===== config.mk =====
export PLATFORM = sky130hd
export DESIGN_NAME = lockway_victim_sel
export DESIGN_NICKNAME = d
export VERILOG_FILES = /design/src/rtl/lockway_pkg.sv /design/src/rtl/lockway_mask_reg.sv /design/src/rtl/lockway_lfsr.sv /design/src/rtl/lockway_valid_array.sv /design/src/rtl/lockway_pick.sv /design/src/rtl/lockway_victim_sel.sv
export SDC_FILE = /design/constraint.sdc
export NUM_CORES = 1
export LEC_CHECK = 0
export ABC_AREA = 1
export BUFFER_PORTS_ARGS = -buffer_cell sky130_fd_sc_hd__clkbuf_2
export CAP_MARGIN = 10
export CORE_AREA = 4 4 194 139
export CTS_CLUSTER_DIAMETER = 80
export CTS_CLUSTER_SIZE = 25
export DETAILED_ROUTE_END_ITERATION = 8
export DIE_AREA = 0 0 198 143
export GPL_TIMING_DRIVEN = 1
export HOLD_SLACK_MARGIN = 0.15
export MAX_ROUTING_LAYER = met4
export PLACE_DENSITY = 0.61
export SYNTH_ARGS = -nofsm -noshare
export SYNTH_HDL_FRONTEND = slang
export SYNTH_SLANG_ARGS = --single-unit

===== constraint.sdc =====
create_clock -name clk_i -period 55.1 [get_ports clk_i]
set_input_delay 5.51 -clock clk_i [delete_from_list [all_inputs] [get_ports clk_i]]
set_output_delay 5.51 -clock clk_i [all_outputs]
set_load 0.05 [all_outputs]

===== src/rtl/lockway_pkg.sv =====
package lockway_pkg;
  localparam int unsigned LFSR_W = 16;
  // x^16 + x^14 + x^13 + x^11, Galois form
  localparam logic [LFSR_W-1:0] LFSR_TAPS = 16'hB400;
  localparam logic [LFSR_W-1:0] LFSR_SEED = 16'hACE1;

  typedef enum logic [1:0] {
    PICK_FREE = 2'd0,
    PICK_EVICT = 2'd1,
    PICK_NONE = 2'd2
  } pick_kind_e;
endpackage


===== src/rtl/lockway_mask_reg.sv =====
module lockway_mask_reg #(
  parameter int unsigned NUM_WAYS = 4
) (
  input  logic                clk_i,
  input  logic                rst_ni,
  input  logic                we_i,
  input  logic [NUM_WAYS-1:0] wdata_i,
  output logic [NUM_WAYS-1:0] lock_o
);
  always_ff @(posedge clk_i or negedge rst_ni) begin
    if (!rst_ni)   lock_o <= '0;
    else if (we_i) lock_o <= wdata_i;
  end
endmodule


===== src/rtl/lockway_lfsr.sv =====
module lockway_lfsr
  import lockway_pkg::*;
(
  input  logic              clk_i,
  input  logic              rst_ni,
  output logic [LFSR_W-1:0] rnd_o
);
  logic [LFSR_W-1:0] state_q;

  always_ff @(posedge clk_i or negedge rst_ni) begin
    if (!rst_ni) state_q <= LFSR_SEED;
    else         state_q <= {1'b0, state_q[LFSR_W-1:1]} ^ (state_q[0] ? LFSR_TAPS : '0);
  end

  assign rnd_o = state_q;
endmodule


===== src/rtl/lockway_valid_array.sv =====
module lockway_valid_array #(
  parameter int unsigned NUM_SETS = 16,
  parameter int unsigned NUM_WAYS = 4,
  localparam int unsigned SET_W = $clog2(NUM_SETS)
) (
  input  logic                clk_i,
  input  logic                rst_ni,
  input  logic                clr_all_i,
  input  logic                wr_en_i,
  input  logic [SET_W-1:0]    set_i,
  input  logic [NUM_WAYS-1:0] wr_way_i,
  output logic [NUM_WAYS-1:0] row_o
);
  logic [NUM_WAYS-1:0] vld_q [NUM_SETS];

  for (genvar s = 0; s < NUM_SETS; s++) begin : g_set
    always_ff @(posedge clk_i or negedge rst_ni) begin
      if (!rst_ni)                                 vld_q[s] <= '0;
      else if (clr_all_i)                          vld_q[s] <= '0;
      else if (wr_en_i && set_i == SET_W'(s))      vld_q[s] <= vld_q[s] | wr_way_i;
    end
  end

  assign row_o = vld_q[set_i];
endmodule


===== src/rtl/lockway_pick.sv =====
module lockway_pick
  import lockway_pkg::*;
#(
  parameter int unsigned NUM_WAYS = 4
) (
  input  logic [NUM_WAYS-1:0] lock_i,
  input  logic [NUM_WAYS-1:0] valid_i,
  input  logic [LFSR_W-1:0]   rnd_i,
  output logic [NUM_WAYS-1:0] way_o,
  output pick_kind_e          kind_o
);
  localparam int unsigned CNT_W = $clog2(NUM_WAYS + 1);

  logic [NUM_WAYS-1:0] avail, free;
  logic [CNT_W-1:0]    n_avail;
  logic [LFSR_W-1:0]   nth;
  logic [NUM_WAYS-1:0] free_pick, rnd_pick;

  assign avail = ~lock_i;
  assign free  = avail & ~valid_i;

  always_comb begin
    n_avail = '0;
    for (int i = 0; i < NUM_WAYS; i++) n_avail = n_avail + CNT_W'(avail[i]);
  end

  // rank among unlocked ways; modulus bias of a 16-bit source is negligible
  assign nth = (n_avail == '0) ? '0 : rnd_i % LFSR_W'(n_avail);

  always_comb begin
    free_pick = '0;
    for (int i = NUM_WAYS - 1; i >= 0; i--) begin
      if (free[i]) free_pick = NUM_WAYS'(1) << i;
    end
  end

  always_comb begin
    logic [LFSR_W-1:0] seen;
    seen     = '0;
    rnd_pick = '0;
    for (int i = 0; i < NUM_WAYS; i++) begin
      if (avail[i]) begin
        if (seen == nth) rnd_pick[i] = 1'b1;
        seen = seen + 1'b1;
      end
    end
  end

  always_comb begin
    if (avail == '0) begin
      kind_o = PICK_NONE;
      way_o  = '0;
    end else if (free != '0) begin
      kind_o = PICK_FREE;
      way_o  = free_pick;
    end else begin
      kind_o = PICK_EVICT;
      way_o  = rnd_pick;
    end
  end
endmodule


===== src/rtl/lockway_victim_sel.sv =====
module lockway_victim_sel
  import lockway_pkg::*;
#(
  parameter int unsigned NUM_WAYS = 4,
  parameter int unsigned NUM_SETS = 16,
  localparam int unsigned SET_W = $clog2(NUM_SETS)
) (
  input  logic                clk_i,
  input  logic                rst_ni,
  input  logic                mask_we_i,
  input  logic [NUM_WAYS-1:0] mask_wdata_i,
  input  logic                inval_all_i,
  input  logic                fill_req_i,
  input  logic [SET_W-1:0]    fill_set_i,
  output logic                resp_valid_o,
  output logic [NUM_WAYS-1:0] victim_o,
  output logic                evict_o,
  output logic                no_victim_o
);
  logic [NUM_WAYS-1:0] lock_mask;
  logic [NUM_WAYS-1:0] row_vld;
  logic [LFSR_W-1:0]   rnd;
  logic [NUM_WAYS-1:0] pick_way;
  pick_kind_e          pick_kind;
  logic                alloc;

  lockway_mask_reg #(.NUM_WAYS(NUM_WAYS)) u_mask (
    .clk_i, .rst_ni, .we_i(mask_we_i), .wdata_i(mask_wdata_i), .lock_o(lock_mask)
  );

  lockway_lfsr u_lfsr (.clk_i, .rst_ni, .rnd_o(rnd));

  lockway_pick #(.NUM_WAYS(NUM_WAYS)) u_pick (
    .lock_i(lock_mask), .valid_i(row_vld), .rnd_i(rnd),
    .way_o(pick_way), .kind_o(pick_kind)
  );

  assign alloc = fill_req_i && (pick_kind != PICK_NONE);

  lockway_valid_array #(.NUM_SETS(NUM_SETS), .NUM_WAYS(NUM_WAYS)) u_vld (
    .clk_i, .rst_ni, .clr_all_i(inval_all_i), .wr_en_i(alloc),
    .set_i(fill_set_i), .wr_way_i(pick_way), .row_o(row_vld)
  );

  always_ff @(posedge clk_i or negedge rst_ni) begin
    if (!rst_ni) begin
      resp_valid_o <= 1'b0;
      victim_o     <= '0;
      evict_o      <= 1'b0;
      no_victim_o  <= 1'b0;
    end else begin
      resp_valid_o <= fill_req_i;
      victim_o     <= fill_req_i ? pick_way : '0;
      evict_o      <= fill_req_i && (pick_kind == PICK_EVICT);
      no_victim_o  <= fill_req_i && (pick_kind == PICK_NONE);
    end
  end
endmodule


==> flow_metrics.py <==
metrics = {
    "status": {
        "run_status": "finished, final reports clean",
    },
    "finish": {
        "final_nets": 1563,
        "layout-area-overhead-vs-synth_pct": 6.426,
        "num_antenna_cells": 0,
        "layout-drive-gt1-share": 0.1384,
    },
    "global_route": {
        "grt.met1_usage": 0.3042,
        "global_route.usage.met3": 0.02665,
        "groute.usage.overall": 0.1872,
        "top_usage_layer": "met1",
        "globalRoute.totalOverflow": 0,
        "use_met2": 0.2453,
        "grt_pass1_wl_mm": 42.90,
        "first_global_vias": 8496,
        "largest_net_degree_at_the_start_of_global_routing": 65,
        "antenna_found_initial": 0,
    },
    "worst_setup_path": {
        "crit_required_ns": 55.37,
        "reg2reg_from": "u_mask.lock_o[1]",
        "cp_slowest_cell": "inv_1",
        "setup.reg_to_reg.worst_slack_ns": 29.00,
        "crit_top_cell": "inv_1",
        "reg2regPathDepth": 152,
        "rr_endpoint": "u_vld.vld_q[56]",
        "largest_driver_fanout_on_the_critical_path": 18,
        "slowest_delay_ns": 0.50,
        "critPathLaunch": "u_mask.lock_o[1]",
        "crit_path_dat_ns": 26.37,
        "critPathLaunchType": "flop",
        "timing.critical_path.to_type": "flop",
        "timing_worst_setup_path_type": "reg -> reg",
    },
    "clocking": {
        "postCtsResizedCells": 0,
        "cts_root_buffer": "clkbuf_16",
        "post-cts-setup-buffer-count": 0,
        "numCtsBuffers": 9,
        "worst_skew_pair.late_latency_ns": 0.35,
        "cts_tree": "done",
        "clock_sinks": 91,
        "holdBufCountCts": 0,
        "htree_depth": 3,
        "clkTransAtPathRegs_ns": 0.07,
        "clock_tree.buffer_depth": 2,
    },
    "synth": {
        "syn-mean-instance-area_um2": 6.629,
        "yosysTopAreaCell": "dfrtp_1",
        "synthesis.nets": 1566,
        "synth-edff-count": 0,
        "netlist.area_leader.share": 0.2088,
        "synth.cells.most_frequent": "nand2_1 (293), inv_1 (250), nand3_1 (160)",
        "synth_seq_cells": 91,
        "synth.most_common_cell": "nand2_1",
        "syn-instance-count": 1501,
        "ys_seq_area_frac": 0.2299,
        "synth_area_um2": 9950,
        "synthesis_warnings": 0,
        "synth-async-reset-ratio": 1.000,
        "ys_types": 54,
        "synth-main-ff-cell": "dfrtp_1",
        "synth_top_cells_by_area": "dfrtp_1 (21%), nand2_1 (11%), inv_1 (9.4%)",
    },
    "place": {
        "post-place-ws_ns": 29.18,
        "detailed_place_hpwl_mm": 20.01,
        "portBuffers": 19,
        "gp_routability_congestion": 0.9146,
    },
    "run": {
        "cap_violations": 0,
    },
    "timing": {
        "fin_setup_tns_ns": 0,
        "maxSlewHeadroom": 0.4702,
        "slew_at_the_pin_with_the_worst_max_slew_slack_ns": 0.7939,
        "setup_ws_ns": 29.00,
        "worst_hold_slack_ns": 0.3964,
        "post-route-period-util": 0.4736,
        "fmax_ghz": 0.03832,
        "timing.final.max_slew_violations": 0,
        "final_period_minus_worst_setup_slack_ns": 26.10,
        "rsz0062_at_grt": "false",
        "finalSetupViolations": 0,
        "timing.final.hold_violations": 0,
        "timing.clock.skew_ns": 0.008441,
    },
    "detailed_routing": {
        "detail_route.first_pass.iterations": 5,
        "vias_per_cell": 5.213,
        "drt_drc_violations_left": 0,
        "detail_route.wl_per_cell_um": 13.92,
        "vias": 9561,
        "detailedRoute.firstIterationViolations": 1005,
        "ant_nets": 0,
        "wirelength_mm": 25.54,
    },
    "floorplan": {
        "start_util": 0.3939,
        "die_w_um": 198,
        "die_area_um2": 28310,
        "std_cell_rows": 49,
        "fp.dieH_um": 143,
        "total_i_o_pin_count": 20,
        "core-area_um2": 25260,
    },
    "worst_hold_path": {
        "hold_path_cell_cnt": 0,
        "holdCritPathClass": "reg -> reg",
        "holdPathEnd": "u_lfsr.rnd_o[6]",
        "min_from": "u_lfsr.rnd_o[7]",
    },
}
[cell type report]
class                      count  area (µm²)
tap                          331       414.1
inverter                     261       979.7
fill                        2698       14670
clock buffer                  11       232.7
clock inverter                 5       86.33
multi-input combinational   1109        6435
sequential                    91        2287
timing repair buffer          26       153.9
[flip-flops by register name, summed over array words and instances, names as in the netlist]
| signal | flops |
|---|---|
| evict_o | 1 |
| no_victim_o | 1 |
| resp_valid_o | 1 |
| u_lfsr.rnd_o | 16 |
| u_mask.lock_o | 4 |
| u_vld.vld_q | 64 |
| victim_o | 4 |
[layer usage]
layer  vias to the layer above  share of wire  wire, µm
met3                        12          0.069      1765
met4                         0         0.0054       137
li1                       4896              -         -
met2                       274           0.39      9947
met5                         -              0         0
met1                      4379           0.54     13690
[cell usage in the layout (no fill, tap or decap), types with 13 or more instances in the layout]
cell | synthesis | final
a21oi_1 | 98 | 98
nand3_1 | 160 | 160
nand2_1 | 293 | 293
inv_1 | 250 | 250
dfrtp_1 | 83 | 83
xor2_1 | 33 | 33
o21ai_0 | 32 | 32
nand2_2 | 43 | 43
ha_1 | 50 | 50
a22oi_1 | 13 | 13
nand3_2 | 30 | 30
o21ai_1 | 13 | 13
nand2_4 | 15 | 15
clkbuf_2 | 0 | 18
o221ai_1 | 13 | 13
nand4_1 | 48 | 48
nor2_1 | 154 | 154
nor2_4 | 24 | 24
[worst max-delay path, delay by kind of cell, from the launching register on]
kind            cells  cell delay (ns)
buf+inv            27             2.66
simple gates       75            11.29
flops               1             0.44
fa+ha+maj          18             5.76
compound gates     32             5.86
[cells by family after synthesis]
family | after synthesis | synth area share
xor+xnor | 37 | 0.03257
simple gates | 819 | 0.4290
compound gates | 201 | 0.1178
fa+ha+maj | 52 | 0.06690
flops | 91 | 0.2299
buf+inv | 301 | 0.1239
[through the flow]
stage	std cells	area (µm²)	util
after detailed placement	1817	10260	0.4061
final	1834	10590	0.4192
after floorplan	1501	9950	-
after global routing	1834	10590	0.4192
after global placement	1817	10260	0.4061
after CTS	1833	10580	0.4188
[worst max-delay path by stage]
stage / end / cells past startpoint
after floorplan: u_vld.vld_q[13] / 158
after detailed placement: u_vld.vld_q[9] / 151
final: u_vld.vld_q[56] / 152
after CTS: u_vld.vld_q[9] / 151
after global routing: u_vld.vld_q[39] / 155
after global placement: u_vld.vld_q[9] / 153
Power is not shown: default switching activity piles up to over one toggle a cycle in this logic, so the estimate is an artifact.
